[config.mk]
export PLATFORM = sky130hd
export DESIGN_NAME = pal_line_conv
export DESIGN_NICKNAME = d
export VERILOG_FILES = /design/src/rtl/plc_pkg.sv /design/src/rtl/plc_addr_gen.sv /design/src/rtl/plc_lookup.sv /design/src/rtl/plc_packer.sv /design/src/rtl/plc_seq.sv /design/src/rtl/pal_line_conv.sv
export SDC_FILE = /design/constraint.sdc
export NUM_CORES = 1
export LEC_CHECK = 0
export BUFFER_PORTS_ARGS = -buffer_cell sky130_fd_sc_hd__buf_2
export CORE_MARGIN = 2
export CORE_UTILIZATION = 47
export CTS_CLUSTER_SIZE = 16
export DETAILED_ROUTE_END_ITERATION = 12
export PLACE_DENSITY = 0.76
export SYNTH_ARGS = -nofsm -noshare
export SYNTH_HDL_FRONTEND = slang
export SYNTH_SLANG_ARGS = --single-unit
[constraint.sdc]
create_clock -name clk -period 2.5 [get_ports clk]
set_input_delay 0 -clock clk [delete_from_list [all_inputs] [get_ports clk]]
set_output_delay 0 -clock clk [all_outputs]
set_load 0.005 [all_outputs]
[src/rtl/plc_pkg.sv]
package plc_pkg;

  typedef enum logic [1:0] {
    MODE_PASS  = 2'd0,
    MODE_RGB24 = 2'd1,
    MODE_RGB32 = 2'd2
  } pix_mode_e;

  typedef enum logic [2:0] {
    ST_IDLE  = 3'd0,
    ST_FETCH = 3'd1,
    ST_LOOK  = 3'd2,
    ST_CAP   = 3'd3,
    ST_EMIT  = 3'd4
  } seq_st_e;

  // depth code to packing; anything not 24 or 32 falls back to passthrough
  function automatic pix_mode_e decode_depth(input logic [7:0] d);
    if (d == 8'd32)      return MODE_RGB32;
    else if (d == 8'd24) return MODE_RGB24;
    else                 return MODE_PASS;
  endfunction

  // index of the final byte emitted for one pixel
  function automatic logic [1:0] final_byte_of(input pix_mode_e m);
    case (m)
      MODE_RGB32: return 2'd3;
      MODE_RGB24: return 2'd2;
      default:    return 2'd0;
    endcase
  endfunction

endpackage

[src/rtl/plc_addr_gen.sv]
module plc_addr_gen #(
  parameter int LINE_W = 10,
  parameter int X_W    = 10
) (
  input  logic                    clk,
  input  logic                    rst_n,
  input  logic                    load,
  input  logic                    step,
  input  logic                    fetch,
  input  logic [LINE_W-1:0]       line_in,
  input  logic [X_W:0]            width_in,
  output logic                    vm_rd,
  output logic [LINE_W+X_W-1:0]   vm_addr,
  output logic                    at_last
);
  localparam int ADDR_W = LINE_W + X_W;

  logic [LINE_W-1:0] line_q;
  logic [X_W-1:0]    x_q;
  logic [X_W:0]      width_q;

  // stride is 2**X_W bytes regardless of the active width
  function automatic logic [ADDR_W-1:0] calc_addr(input logic [LINE_W-1:0] ln,
                                                   input logic [X_W-1:0] x);
    return (ADDR_W'(ln) << X_W) | ADDR_W'(x);
  endfunction

  always_ff @(posedge clk) begin
    if (!rst_n) begin
      line_q  <= '0;
      x_q     <= '0;
      width_q <= '0;
    end else if (load) begin
      line_q  <= line_in;
      x_q     <= '0;
      width_q <= width_in;
    end else if (step) begin
      x_q <= x_q + 1'b1;
    end
  end

  assign vm_rd   = fetch;
  assign vm_addr = calc_addr(line_q, x_q);
  assign at_last = ({1'b0, x_q} == (width_q - 1'b1));

  p_addr_in_width_r1: assert property (@(posedge clk) disable iff (!rst_n)
    vm_rd |-> ({1'b0, vm_addr[X_W-1:0]} < width_q));

endmodule

[src/rtl/plc_lookup.sv]
module plc_lookup #(
  parameter int PIX_W = 8
) (
  input  logic             clk,
  input  logic             rst_n,
  input  logic             look,
  input  logic             cap,
  input  logic             use_pal,
  input  logic [PIX_W-1:0] vm_data,
  output logic             pal_rd,
  output logic [PIX_W-1:0] pal_idx,
  input  logic [PIX_W-1:0] pal_r,
  input  logic [PIX_W-1:0] pal_g,
  input  logic [PIX_W-1:0] pal_b,
  output logic [PIX_W-1:0] idx_q,
  output logic [PIX_W-1:0] r_q,
  output logic [PIX_W-1:0] g_q,
  output logic [PIX_W-1:0] b_q
);
  assign pal_rd  = look && use_pal;
  assign pal_idx = vm_data;

  always_ff @(posedge clk) begin
    if (!rst_n) begin
      idx_q <= '0;
      r_q   <= '0;
      g_q   <= '0;
      b_q   <= '0;
    end else begin
      if (look) idx_q <= vm_data;
      if (cap) begin
        r_q <= pal_r;
        g_q <= pal_g;
        b_q <= pal_b;
      end
    end
  end

  // colour capture only ever takes data requested in the previous cycle
  p_cap_after_read_r3: assert property (@(posedge clk) disable iff (!rst_n)
    cap |-> $past(pal_rd));

endmodule

[src/rtl/plc_packer.sv]
module plc_packer
  import plc_pkg::*;
#(
  parameter int PIX_W = 8
) (
  input  logic             clk,
  input  logic             rst_n,
  input  logic             emit,
  input  pix_mode_e        mode,
  input  logic [PIX_W-1:0] idx,
  input  logic [PIX_W-1:0] r,
  input  logic [PIX_W-1:0] g,
  input  logic [PIX_W-1:0] b,
  input  logic             at_last,
  input  logic             out_ready,
  output logic             out_valid,
  output logic [PIX_W-1:0] out_data,
  output logic             out_last,
  output logic             pix_done
);
  logic [1:0] byte_q;
  logic       fire;
  logic       final_byte;

  // byte order within a pixel: blue, green, red, then a zero pad
  function automatic logic [PIX_W-1:0] pick_byte(input pix_mode_e m, input logic [1:0] sel,
                                                 input logic [PIX_W-1:0] ix,
                                                 input logic [PIX_W-1:0] rr,
                                                 input logic [PIX_W-1:0] gg,
                                                 input logic [PIX_W-1:0] bb);
    if (m == MODE_PASS) return ix;
    case (sel)
      2'd0:    return bb;
      2'd1:    return gg;
      2'd2:    return rr;
      default: return '0;
    endcase
  endfunction

  assign out_valid  = emit;
  assign fire       = emit && out_ready;
  assign final_byte = (byte_q == final_byte_of(mode));
  assign pix_done   = fire && final_byte;
  assign out_last   = emit && final_byte && at_last;
  assign out_data   = pick_byte(mode, byte_q, idx, r, g, b);

  always_ff @(posedge clk) begin
    if (!rst_n)        byte_q <= '0;
    else if (pix_done) byte_q <= '0;
    else if (fire)     byte_q <= byte_q + 1'b1;
  end

  p_stall_hold_r6: assert property (@(posedge clk) disable iff (!rst_n)
    (out_valid && !out_ready) |=> (out_valid && $stable(out_data)));

endmodule

[src/rtl/plc_seq.sv]
module plc_seq
  import plc_pkg::*;
#(
  parameter int WID_W   = 11,
  parameter int DEPTH_W = 8
) (
  input  logic               clk,
  input  logic               rst_n,
  input  logic               start,
  input  logic [DEPTH_W-1:0] depth,
  input  logic [WID_W-1:0]   width,
  input  logic               pix_done,
  input  logic               at_last,
  output seq_st_e            st,
  output pix_mode_e          mode_q,
  output logic               load,
  output logic               step
);
  seq_st_e st_n;

  assign load = (st == ST_IDLE) && start && (depth != '0) && (width != '0);
  assign step = pix_done && !at_last;

  always_comb begin
    st_n = st;
    case (st)
      ST_IDLE:  if (load) st_n = ST_FETCH;
      ST_FETCH: st_n = ST_LOOK;
      ST_LOOK:  st_n = (mode_q == MODE_PASS) ? ST_EMIT : ST_CAP;
      ST_CAP:   st_n = ST_EMIT;
      ST_EMIT:  if (pix_done) st_n = at_last ? ST_IDLE : ST_FETCH;
      default:  st_n = ST_IDLE;
    endcase
  end

  always_ff @(posedge clk) begin
    if (!rst_n) begin
      st     <= ST_IDLE;
      mode_q <= MODE_PASS;
    end else begin
      st <= st_n;
      if (load) mode_q <= decode_depth(8'(depth));
    end
  end

endmodule

[src/rtl/pal_line_conv.sv]
module pal_line_conv
  import plc_pkg::*;
#(
  parameter int LINE_W  = 10,
  parameter int X_W     = 10,
  parameter int PIX_W   = 8,
  parameter int DEPTH_W = 8
) (
  input  logic                  clk,
  input  logic                  rst_n,
  input  logic                  start,
  input  logic [LINE_W-1:0]     line_sel,
  input  logic [X_W:0]          width,
  input  logic [DEPTH_W-1:0]    depth,
  output logic                  busy,
  output logic                  vm_rd,
  output logic [LINE_W+X_W-1:0] vm_addr,
  input  logic [PIX_W-1:0]      vm_data,
  output logic                  pal_rd,
  output logic [PIX_W-1:0]      pal_idx,
  input  logic [PIX_W-1:0]      pal_r,
  input  logic [PIX_W-1:0]      pal_g,
  input  logic [PIX_W-1:0]      pal_b,
  output logic                  out_valid,
  output logic [PIX_W-1:0]      out_data,
  output logic                  out_last,
  input  logic                  out_ready
);
  localparam int WID_W = X_W + 1;

  seq_st_e    st;
  pix_mode_e  mode_q;
  logic       load, step, pix_done, at_last;
  logic       fetch_ev, look_ev, cap_ev, emit_ev;
  logic [PIX_W-1:0] idx_q, r_q, g_q, b_q;

  assign fetch_ev = (st == ST_FETCH);
  assign look_ev  = (st == ST_LOOK);
  assign cap_ev   = (st == ST_CAP);
  assign emit_ev  = (st == ST_EMIT);
  assign busy     = (st != ST_IDLE);

  plc_seq #(.WID_W(WID_W), .DEPTH_W(DEPTH_W)) u_seq (
    .clk, .rst_n, .start, .depth, .width,
    .pix_done, .at_last, .st, .mode_q, .load, .step
  );

  plc_addr_gen #(.LINE_W(LINE_W), .X_W(X_W)) u_addr (
    .clk, .rst_n, .load, .step, .fetch(fetch_ev),
    .line_in(line_sel), .width_in(width),
    .vm_rd, .vm_addr, .at_last
  );

  plc_lookup #(.PIX_W(PIX_W)) u_lookup (
    .clk, .rst_n, .look(look_ev), .cap(cap_ev),
    .use_pal(mode_q != MODE_PASS), .vm_data,
    .pal_rd, .pal_idx, .pal_r, .pal_g, .pal_b,
    .idx_q, .r_q, .g_q, .b_q
  );

  plc_packer #(.PIX_W(PIX_W)) u_pack (
    .clk, .rst_n, .emit(emit_ev), .mode(mode_q),
    .idx(idx_q), .r(r_q), .g(g_q), .b(b_q),
    .at_last, .out_ready,
    .out_valid, .out_data, .out_last, .pix_done
  );

  p_idle_quiet_r5: assert property (@(posedge clk) disable iff (!rst_n)
    !busy |-> (!out_valid && !vm_rd && !pal_rd));

  p_last_ends_line_r7: assert property (@(posedge clk) disable iff (!rst_n)
    (out_last && out_ready) |=> !busy);

  p_pass_skips_cap_r4: assert property (@(posedge clk) disable iff (!rst_n)
    (look_ev && mode_q == MODE_PASS) |=> emit_ev);

  p_busy_ignores_start_r9: assert property (@(posedge clk) disable iff (!rst_n)
    (busy && start) |=> $stable(mode_q));

endmodule

==> results_dict.tcl <==
set metrics [dict create \
    post-place-cells 606 \
    dr_total_vias 3612 \
    core_area_um2 7647 \
    synthDistinctLibCells 59 \
    synth_common_cells "nand2_1 (76), dfxtp_1 (70), nor2b_1 (36)" \
    clock_latency_ps 350 \
    cp-end-kind "primary output" \
    initial_core_util 0.4782 \
    drv_cap 0 \
    fin_hold_ws_ps 101.7 \
    dr.pass1.iters 5 \
    synth_fp_nets 489 \
    cts_tree "yes" \
    max_slew.worst_pin.slew_ps 747.3 \
    layout_min_cycle_time_ps 2482 \
    numPortBuffers 105 \
    multi_input_area_um2 2067 \
    place_congestion 0.9241 \
    num_rows 32 \
    drc 0 \
    ys_seq_area_frac 0.3832 \
    die_w_um 92.21 \
    finalSetupViolations 0 \
    synth.top_cells.by_area "dfxtp_1 (38%), mux2i_1 (8.5%), nand2_1 (7.8%)" \
    grt_first_pass_wirelength_um 16370 \
    crit_path_max_fanout 6 \
    drt-vias-per-instance 5.296 \
    drtAntennaViolNets 0 \
    cp_top_family "simple AND/OR/NAND/NOR gates" \
    die-area_um2 8503 \
    synthToLayoutAreaGrowth_pct 38.90 \
    status "finished, final reports clean" \
    antenna_found_initial 0 \
    path_class "flop to primary output" \
    ios 106 \
    cp_slowest_cell "nor4b_1" \
    cts_root_buf "clkbuf_8" \
    clk_pin_slew_ps 80 \
    fillCellCount 613 \
    synth_ff_type "dfxtp_1" \
    syn_area_um2 3657 \
    yosysWarnings 0 \
    fin_skew_ps 9.986 \
    grt_pass1_vias 3505 \
    synth_top_area_share 0.3832 \
    p_leak_nw 2.115 \
    dp_hpwl_um 6328 \
    synth_edf_count 0 \
    worstPathCellList "nor4_4, nand3_2, o311ai_2, a31oi_4, nor4b_1, buf_2" \
    ys_seq_elements 70 \
    clk_path_buf_depth 2 \
    async_flop_share 0 \
    max_freq_mhz 402.9 \
    finish.net_count 648 \
    total_power_mw 3.467 \
    fin_tns_setup_ps 0 \
    vdd_drop_max_uv 323.7 \
    powerDensity_nw_per_um2 682.5 \
    utilization 0.6643 \
    drt-initial-drc-count 323 \
    slew_viol_final 0 \
    grt_start_max_net_pins 62 \
    regArea_um2 1408 \
    htreeDepth 3 \
    wl_per_cell_um 14.57 \
    stdcell_count 682 \
    synthCells 416 \
    grt-ovfl-total 0 \
    die_h_um 92.21 \
    yosysMostFrequentCell "nand2_1" \
    clock_sinks 70 \
    synth.avg_cell_area_um2 8.791 \
    critPathLaunchType "flop" \
    finalHoldViolCount 0 \
    critPathBufInv 1 \
    yosys.area.top_type "dfxtp_1" \
    n_antenna_cell 0 \
    numCtsBuffers 9 \
    fin_crit_sh 0.9928 \
    routed_wl_um 9940 \
    drive_gt1_frac 0.2759 \
    worst_ep_arrival_time_ps 2480 \
    slew_headroom 0.5006 \
    cpPeakStageDelay_ps 530 \
    hp-class "primary input to flop" \
    worstPathRequired_ps 2500 \
    grt_use_total 0.2414 \
]
==> state kept, by name, summed over array words and instances (netlist names) <==
register        cells
u_addr.line_q      10
u_addr.width_q     11
u_addr.x_q         10
u_lookup.b_q        8
u_lookup.g_q        8
u_lookup.idx_q      8
u_lookup.r_q        8
u_pack.byte_q       2
u_seq.mode_q        2
u_seq.st            3
==> worst min-delay path, cell delays in order <==
cell and delay, ps:
buf_2 120, nand2_1 220, a21oi_1 60
==> per-stage QoR <==
stage | setup WS (ps) | cell area [um^2]
final | 17.88 | 5080
after global routing | -55.56 | 5080
after CTS | 1.810 | 5021
after global placement | 26.73 | 4238
after detailed placement | -51.76 | 4238
after floorplan | 0.5280 | 3666
==> path summary, 6_finish.rpt <==
path	to	cells after the start	startpoint	slack, ps
setup reg to reg	u_addr.x_q[5]	9	u_addr.width_q[3]	40
hold reg to reg	u_lookup.r_q[6]	2	u_lookup.r_q[6]	470
setup / recovery	out_last	6	u_addr.width_q[3]	20
hold / removal	u_addr.x_q[3]	3	rst_n	100
==> layer usage <==
metal	global-route usage	vias up	wire length (um)
li1	-	1775	-
met2	0.4032	127	4972
met4	0.1231	0	364
met3	0.03698	32	422
met1	0.3013	1678	4181
met5	0	-	0
==> kinds of logic after synthesis <==
| group | count (synthesis) | synth area share |
|---|---|---|
| muxes | 32 | 0.08895 |
| DFF | 70 | 0.3832 |
| buffers and inverters | 41 | 0.06226 |
| adders and majority gates | 8 | 0.02737 |
| xor gates and xnor gates | 11 | 0.02634 |
| AOI/OAI and AO/OA | 74 | 0.1498 |
| and+or+nand+nor | 180 | 0.2621 |
==> layout make-up <==
class / count / area share
Clock buffer: 9 / 0.02438
Clock inverter: 7 / 0.01601
Inverter: 9 / 0.006650
Multi-Input combinational cell: 305 / 0.4069
Sequential cell: 70 / 0.2771
Tap cell: 102 / 0.02512
Timing Repair Buffer: 180 / 0.2438
==> cell usage in the layout, fill, tap and decap left out, drive strengths merged, types with 2 or more instances in the layout <==
cell type    netlist  layout
or4                2       2
clkbuf            16       9
a21oi             10      10
nand2             76      76
nor3               6       6
nand3              5       5
nor4               6       6
a21boi            26      26
a31oi              3       3
mux2i             31      31
or3               12      12
ha                 8       8
nand4              7       7
inv                9      12
nand2b             2       2
a222oi             8       8
dlygate4sd3        0      57
o21ai              8       8
buf               14     123
xor2               3       3
o31ai              9       9
dfxtp             70      70
o211ai             2       2
nor3b              3       3
and2               4       4
o311ai             2       2
nor2b             36      36
nor2              10      10
xnor2              8       8
clkinv             0       2
and3               3       3
==> power breakdown <==
group	switching (mW)	internal, mW
Combinational	0.590	0.582
Clock	0.473	0.474
Sequential	0.111	1.24
==> timing repair <==
action | CTS | global route
endpoints found under the setup margin | 5 | 8
buffers inserted | 1 | 2
endpoints found under the hold margin | 55 | 0
hold buffers | 57 | 0
pin swaps | 1 | 6
resized for setup | 0 | 11
Power figures use the tool's default switching activity.
